## src/rtl/ringdet_pkg.sv

```systemverilog
package ringdet_pkg;
  localparam int unsigned NUM_IRQ   = 2;
  localparam int unsigned IRQ_FLAG  = 0;
  localparam int unsigned IRQ_PULSE = 1;
  localparam int unsigned ADDR_CTRL = 0;
  localparam int unsigned ADDR_CLR  = 1;

  typedef struct packed {
    logic pulse_en;
    logic flag_mask;
    logic pin_high;
    logic full_wave;
  } ctrl_t;
endpackage

```

## src/rtl/ringdet_sync.sv

```systemverilog
module ringdet_sync #(
  parameter int unsigned WIDTH  = 2,
  parameter int unsigned STAGES = 2
) (
  input  logic             clk,
  input  logic             rst,
  input  logic [WIDTH-1:0] d_i,
  output logic [WIDTH-1:0] q_o
);
  logic [WIDTH-1:0] stage_q [STAGES];

  for (genvar s = 0; s < STAGES; s++) begin : g_stage
    if (s == 0) begin : g_first
      always_ff @(posedge clk) begin
        if (rst) stage_q[s] <= '0;
        else     stage_q[s] <= d_i;
      end
    end else begin : g_next
      always_ff @(posedge clk) begin
        if (rst) stage_q[s] <= '0;
        else     stage_q[s] <= stage_q[s-1];
      end
    end
  end

  assign q_o = stage_q[STAGES-1];
endmodule

```

## src/rtl/ringdet_hold.sv

```systemverilog
module ringdet_hold #(
  parameter int unsigned HOLD_TICKS = 500_000_000
) (
  input  logic clk,
  input  logic rst,
  input  logic ring_i,
  input  logic clear_i,
  output logic flag_o,
  output logic assert_o
);
  localparam int unsigned CW = $clog2(HOLD_TICKS + 1);
  localparam logic [CW-1:0] RELOAD = CW'(HOLD_TICKS);

  logic [CW-1:0] cnt_q;
  logic          flag_q;

  assign assert_o = ring_i && !clear_i && !flag_q;

  always_ff @(posedge clk) begin
    if (rst || clear_i) begin
      cnt_q  <= '0;
      flag_q <= 1'b0;
    end else if (ring_i) begin
      cnt_q  <= RELOAD;
      flag_q <= 1'b1;
    end else if (cnt_q == CW'(1)) begin
      cnt_q  <= '0;
      flag_q <= 1'b0;
    end else if (cnt_q != '0) begin
      cnt_q  <= cnt_q - CW'(1);
    end
  end

  assign flag_o = flag_q;

  p_flag_count_r5: assert property (@(posedge clk) disable iff (rst)
    flag_q |-> (cnt_q != '0));
  p_offhook_clear_r6: assert property (@(posedge clk) disable iff (rst)
    clear_i |=> !flag_q);
endmodule

```

## src/rtl/ringdet_irq.sv

```systemverilog
module ringdet_irq #(
  parameter int unsigned NUM = 2
) (
  input  logic           clk,
  input  logic           rst,
  input  logic [NUM-1:0] set_i,
  input  logic [NUM-1:0] clr_i,
  input  logic [NUM-1:0] en_i,
  output logic [NUM-1:0] pend_o,
  output logic           irq_o
);
  logic [NUM-1:0] pend_q;

  for (genvar i = 0; i < NUM; i++) begin : g_bit
    always_ff @(posedge clk) begin
      if (rst)           pend_q[i] <= 1'b0;
      else if (set_i[i]) pend_q[i] <= 1'b1;
      else if (clr_i[i]) pend_q[i] <= 1'b0;
    end

    p_sticky_r9: assert property (@(posedge clk) disable iff (rst)
      (pend_q[i] && !clr_i[i]) |=> pend_q[i]);
  end

  assign pend_o = pend_q;
  assign irq_o  = |(pend_q & en_i);
endmodule

```

## src/rtl/ring_detect_status.sv

```systemverilog
module ring_detect_status
  import ringdet_pkg::*;
#(
  parameter int unsigned HOLD_TICKS  = 500_000_000,
  parameter int unsigned SYNC_STAGES = 2,
  parameter int unsigned ADDR_W      = 1,
  parameter int unsigned DATA_W      = 8
) (
  input  logic              clk,
  input  logic              rst,
  input  logic              cmp_pos_i,
  input  logic              cmp_neg_i,
  input  logic              offhook_i,
  input  logic              wr_en_i,
  input  logic [ADDR_W-1:0] wr_addr_i,
  input  logic [DATA_W-1:0] wr_data_i,
  output logic              ring_pin_o,
  output logic              stat_pos_o,
  output logic              stat_neg_o,
  output logic              ring_flag_o,
  output logic [NUM_IRQ-1:0] pend_o,
  output logic              irq_o
);
  localparam int unsigned CTRL_W = $bits(ctrl_t);

  ctrl_t        ctrl_q;
  logic [1:0]   cmp_s;
  logic         ring_c, ring_q;
  logic         pin_q, pos_q, neg_q;
  logic         flag_assert;
  logic [NUM_IRQ-1:0] irq_set, irq_clr, irq_en;

  ringdet_sync #(.WIDTH(2), .STAGES(SYNC_STAGES)) u_sync (
    .clk(clk), .rst(rst), .d_i({cmp_neg_i, cmp_pos_i}), .q_o(cmp_s)
  );

  always_ff @(posedge clk) begin
    if (rst) ctrl_q <= '0;
    else if (wr_en_i && wr_addr_i == ADDR_W'(ADDR_CTRL))
      ctrl_q <= ctrl_t'(wr_data_i[CTRL_W-1:0]);
  end

  assign ring_c = cmp_s[0] || (ctrl_q.full_wave && cmp_s[1]);

  always_ff @(posedge clk) begin
    if (rst) begin
      ring_q <= 1'b0;
      pin_q  <= 1'b1;
      pos_q  <= 1'b0;
      neg_q  <= 1'b0;
    end else begin
      ring_q <= ring_c;
      pin_q  <= ctrl_q.pin_high ? ring_c : !ring_c;
      pos_q  <= cmp_s[0];
      neg_q  <= cmp_s[1];
    end
  end

  ringdet_hold #(.HOLD_TICKS(HOLD_TICKS)) u_hold (
    .clk(clk), .rst(rst), .ring_i(ring_c), .clear_i(offhook_i),
    .flag_o(ring_flag_o), .assert_o(flag_assert)
  );

  always_comb begin
    irq_set = '0;
    irq_set[IRQ_FLAG]  = flag_assert;
    irq_set[IRQ_PULSE] = ring_c ^ ring_q;
    irq_en = '0;
    irq_en[IRQ_FLAG]  = ctrl_q.flag_mask;
    irq_en[IRQ_PULSE] = ctrl_q.pulse_en;
    irq_clr = '0;
    if (wr_en_i && wr_addr_i == ADDR_W'(ADDR_CLR))
      irq_clr = wr_data_i[NUM_IRQ-1:0];
  end

  ringdet_irq #(.NUM(NUM_IRQ)) u_irq (
    .clk(clk), .rst(rst), .set_i(irq_set), .clr_i(irq_clr), .en_i(irq_en),
    .pend_o(pend_o), .irq_o(irq_o)
  );

  assign ring_pin_o = pin_q;
  assign stat_pos_o = pos_q;
  assign stat_neg_o = neg_q;

  p_status_excl_r4: assert property (@(posedge clk) disable iff (rst)
    !(stat_pos_o && stat_neg_o));
  p_flag_pend_r7: assert property (@(posedge clk) disable iff (rst)
    $rose(pend_o[IRQ_FLAG]) |-> ring_flag_o);
  p_mask_gate_r7: assert property (@(posedge clk) disable iff (rst)
    (irq_o && !ctrl_q.pulse_en) |-> (pend_o[IRQ_FLAG] && ctrl_q.flag_mask));
endmodule

```

## config.mk

```make
export PLATFORM = sky130hd
export DESIGN_NAME = ring_detect_status
export DESIGN_NICKNAME = d
export VERILOG_FILES = /design/src/rtl/ringdet_pkg.sv /design/src/rtl/ringdet_sync.sv /design/src/rtl/ringdet_hold.sv /design/src/rtl/ringdet_irq.sv /design/src/rtl/ring_detect_status.sv
export SDC_FILE = /design/constraint.sdc
export NUM_CORES = 1
export LEC_CHECK = 0
export ABC_CLOCK_PERIOD_IN_PS = 2900
export BUFFER_PORTS_ARGS = -buffer_cell sky130_fd_sc_hd__buf_2
export CELL_PAD_IN_SITES_DETAIL_PLACEMENT = 1
export CELL_PAD_IN_SITES_GLOBAL_PLACEMENT = 2
export CORE_MARGIN = 2
export CORE_UTILIZATION = 35
export CTS_CLUSTER_DIAMETER = 200
export DETAILED_ROUTE_END_ITERATION = 8
export GPL_TIMING_DRIVEN = 0
export PLACE_DENSITY_LB_ADDON = 0.1
export SLEW_MARGIN = 20
export SYNTH_ARGS = -nofsm -noshare
export SYNTH_HDL_FRONTEND = slang
export SYNTH_SLANG_ARGS = --single-unit
```

## constraint.sdc

```tcl
create_clock -name clk -period 2.9 [get_ports clk]
set_clock_uncertainty 0.2 [all_clocks]
set_input_delay 0.435 -clock clk [delete_from_list [all_inputs] [get_ports clk]]
set_output_delay 0.435 -clock clk [all_outputs]
set_load 0.01 [all_outputs]
```

==> impl_metrics.prom <==
# TYPE chip_impl_metric gauge
chip_impl_info{name="status",value="finished, final reports clean"} 1
chip_impl_info{name="endpoint_kind",value="flop"} 1
chip_impl_metric{name="grt.overflow.total",unit=""} 0
chip_impl_info{name="clock_tree.root_cell",value="clkbuf_8"} 1
chip_impl_metric{name="coreArea",unit="mm2"} 0.00554
chip_impl_metric{name="layout-drive-gt1-share",unit=""} 0.157
chip_impl_metric{name="final-seq-area",unit="um2"} 881
chip_impl_metric{name="required_time_of_the_worst_setup_path",unit="ns"} 2.89
chip_impl_metric{name="stdcell_area",unit="mm2"} 0.00233
chip_impl_metric{name="clock_transition_time_at_the_flip_flop_clock_pins_of_the_worst_setup_and_hold_paths",unit="ns"} 0.08
chip_impl_metric{name="wire_length_after_detailed_routing",unit="um"} 5110
chip_impl_metric{name="syn_inst",unit=""} 224
chip_impl_metric{name="timing.critical_path.fanout_max",unit=""} 10
chip_impl_metric{name="drc",unit=""} 0
chip_impl_metric{name="cts_buffers",unit=""} 5
chip_impl_metric{name="numPlacedInstances",unit=""} 313
chip_impl_metric{name="grt_pass1_wl",unit="um"} 8800
chip_impl_metric{name="largest_net_degree_at_the_start_of_global_routing",unit=""} 14
chip_impl_metric{name="clkSinkCount",unit=""} 44
chip_impl_metric{name="vias_per_cell",unit=""} 5.44
chip_impl_metric{name="io_port_bufs",unit=""} 17
chip_impl_metric{name="max-slew-margin-rel",unit=""} 0.606
chip_impl_metric{name="final.period_utilization",unit=""} 0.914
chip_impl_metric{name="ys_async_sr_fraction",unit=""} 0
chip_impl_metric{name="worst_skew_pair.late_latency",unit="ns"} 0.31
chip_impl_metric{name="synthToLayoutAreaGrowth",unit="%"} 15.1
chip_impl_metric{name="maxCapViolCount",unit=""} 0
chip_impl_metric{name="final-instance-count-excl-fill",unit=""} 321
chip_impl_metric{name="worstMarginPinSlew",unit="ns"} 0.587
chip_impl_metric{name="post-synth-top-area-fraction",unit=""} 0.436
chip_impl_metric{name="gp_routability_congestion",unit=""} 0.766
chip_impl_metric{name="fin_util",unit=""} 0.420
chip_impl_metric{name="clock_tree.htree_level_count",unit=""} 2
chip_impl_metric{name="die_h",unit="um"} 80.0
chip_impl_metric{name="antenna_cells",unit=""} 0
chip_impl_metric{name="flip_flop_and_latch_count_after_synthesis",unit=""} 44
chip_impl_metric{name="rrSetupSlack",unit="ns"} 0.25
chip_impl_info{name="hold_path.class",value="in -> reg"} 1
chip_impl_metric{name="boundaryPins",unit=""} 22
chip_impl_metric{name="antenna_found_initial",unit=""} 0
chip_impl_metric{name="drtPass1Iterations",unit=""} 4
chip_impl_metric{name="detail_routed_net_length_per_standard_cell",unit="um"} 15.9
chip_impl_metric{name="cp_data_arrival_time",unit="ns"} 2.64
chip_impl_metric{name="vias_in_the_first_global_route",unit=""} 1744
chip_impl_metric{name="total_standard_cell_area_after_synthesis",unit="mm2"} 0.00202
chip_impl_metric{name="syn-num-nets",unit=""} 241
chip_impl_metric{name="placed_area",unit="mm2"} 0.00220
chip_impl_info{name="yosys.cell_count.top_type",value="dfxtp_1"} 1
chip_impl_metric{name="post_synth_num_cell_types",unit=""} 44
chip_impl_metric{name="clock.fmax",unit="MHz"} 377
chip_impl_metric{name="dieWidth",unit="um"} 80.0
chip_impl_metric{name="fp-row-count",unit=""} 27
chip_impl_metric{name="dieArea",unit="mm2"} 0.00640
chip_impl_metric{name="initial_utilization",unit=""} 0.365
chip_impl_metric{name="cts_max_path_buffers",unit=""} 2
chip_impl_info{name="synth.top_cells.by_area",value="dfxtp_1 (44%), a21oi_1 (4.7%), nor2_1 (4.1%)"} 1
chip_impl_metric{name="drc_marker_count_from_the_first_detailed_route_iteration",unit=""} 112
chip_impl_metric{name="period_needed",unit="ns"} 2.65
chip_impl_info{name="cts_tree",value="done"} 1
chip_impl_metric{name="yosysSeqAreaShare",unit=""} 0.436
chip_impl_metric{name="ant_nets",unit=""} 0
chip_impl_info{name="worst_setup_path_start_kind",value="flop"} 1
chip_impl_metric{name="vias",unit=""} 1747
chip_impl_info{name="synthDominantAreaCellType",value="dfxtp_1"} 1
chip_impl_metric{name="final.setup.tns",unit="ns"} 0
chip_impl_metric{name="n_fill_cell",unit=""} 673
chip_impl_info{name="rsz0062_at_grt",value="no"} 1
chip_impl_info{name="criticalPathCategory",value="reg -> reg"} 1
chip_impl_metric{name="number_of_synthesized_flops_with_an_enable_pin",unit=""} 0
chip_impl_metric{name="ys.warnings.count",unit=""} 0
chip_impl_metric{name="multi_input_area",unit="mm2"} 0.00113
chip_impl_metric{name="groute.usage.overall",unit=""} 0.180
chip_impl_info{name="yosys-top-cells-count",value="dfxtp_1 (44), nor2_1 (22), a21oi_1 (19)"} 1
chip_impl_metric{name="final_max_slew_viol_count",unit=""} 0
chip_impl_info{name="synth_flop_cell",value="dfxtp_1"} 1
chip_impl_metric{name="timing.final.hold_violations",unit=""} 0
chip_impl_metric{name="net_count_final",unit=""} 265
chip_impl_metric{name="postSynthAreaPerCell",unit="um2"} 9.03
chip_impl_metric{name="finalSetupViolCount",unit=""} 0
chip_impl_metric{name="dp_hpwl",unit="um"} 3840
critical path: stages, from the launching register on:
cell and delay (ns):
dfxtp_1 0.34, or4_4 0.58, or4b_4 0.60, nor4_2 0.32
buf_2 0.29, or4_1 0.15, a21oi_1 0.06
sequential cells by signal, summed over array words and instances (netlist names):
| name | cells |
|---|---|
| u_hold.flag_o | 1 |
| ring_pin_o | 1 |
| u_irq.pend_o | 2 |
| u_sync.stage_q | 4 |
| stat_neg_o | 1 |
| ctrl_q | 4 |
| u_hold.cnt_q | 29 |
| stat_pos_o | 1 |
| ring_q | 1 |
placed cells by master, fill, tap and decap left out, types with 2 or more instances in the layout:
cell type  count
o41ai_1        2
nor3_1         3
clkbuf_1       4
or4_1          7
o31ai_1        6
and3_1         3
nor2_1        22
or2_2          3
or3_1          7
nor4_4         2
clkbuf_8       5
nor2b_1        8
a2111oi_0      2
o21ai_0        9
or4_4          2
buf_2         19
nand3_1        8
nand2_1       15
nand4b_1       2
xor2_1         7
a21oi_1       19
nand2b_1       3
nand4_1        2
inv_1          3
ha_1           2
nor4_1         4
dfxtp_1       44
xnor2_1        8
a31oi_1        4
nor3_2         2
mux2i_1        4
a21o_1         2
kinds of logic after synthesis:
family | share of synthesized area
AO/OA/AOI/OAI | 0.171
AND/OR/NAND/NOR | 0.280
XOR/XNOR | 0.0650
flip-flops | 0.436
buffers and inverters | 0.0161
adder cells (fa/ha/maj) | 0.0124
multiplexers | 0.0198
metal layers:
| layer | share of wire | routed length [um] | up-vias | track usage |
|---|---|---|---|---|
| li1 | - | - | 879 | - |
| met1 | 0.52 | 2680 | 845 | 0.253 |
| met2 | 0.43 | 2210 | 15 | 0.268 |
| met3 | 0.024 | 124 | 8 | 0.0317 |
| met4 | 0.019 | 99 | 0 | 0.0763 |
| met5 | 0 | 0 | - | 0 |
final timing paths:
check / start / cells past startpoint / to
setup / recovery: u_hold.cnt_q[18]$_SDFFE_PP0P_ / 6 / u_hold.cnt_q[3]$_SDFFE_PP0N_
hold / removal: cmp_neg_i / 2 / u_sync.stage_q[0][1]$_SDFF_PP0_
setup reg to reg: u_hold.cnt_q[18]$_SDFFE_PP0P_ / 6 / u_hold.cnt_q[3]$_SDFFE_PP0N_
hold reg to reg: u_sync.stage_q[0][1]$_SDFF_PP0_ / 1 / u_sync.stage_q[1][1]$_SDFF_PP0_
final cells by class:
class | instances | area share
tap | 72 | 0.0387
sequential | 44 | 0.378
inverter | 3 | 0.00484
clock buffer | 6 | 0.0312
multi-input combinational | 172 | 0.486
clock inverter | 2 | 0.0151
timing repair buffer | 17 | 0.0366
buffer | 5 | 0.00914
through the flow:
step,hold slack (ns),worst slack (ns)
3_3_place_gp,0.215,-0.117
2_1_floorplan,0.214,0.446
6_report,0.137,0.249
5_1_grt,0.149,0.101
3_5_place_dp,0.226,-0.0962
4_1_cts,0.137,0.131
what timing repair did:
action / CTS / global route
resized for setup: 1 / 2
hold endpoints to repair: 0 / 0
buffers inserted: 0 / 0
endpoints found under the setup margin: 17 / 15
hold buffers: 0 / 0
pin swaps: 0 / 1
Power is not shown: default switching activity piles up to over one toggle a cycle in this logic, so the estimate is an artifact.
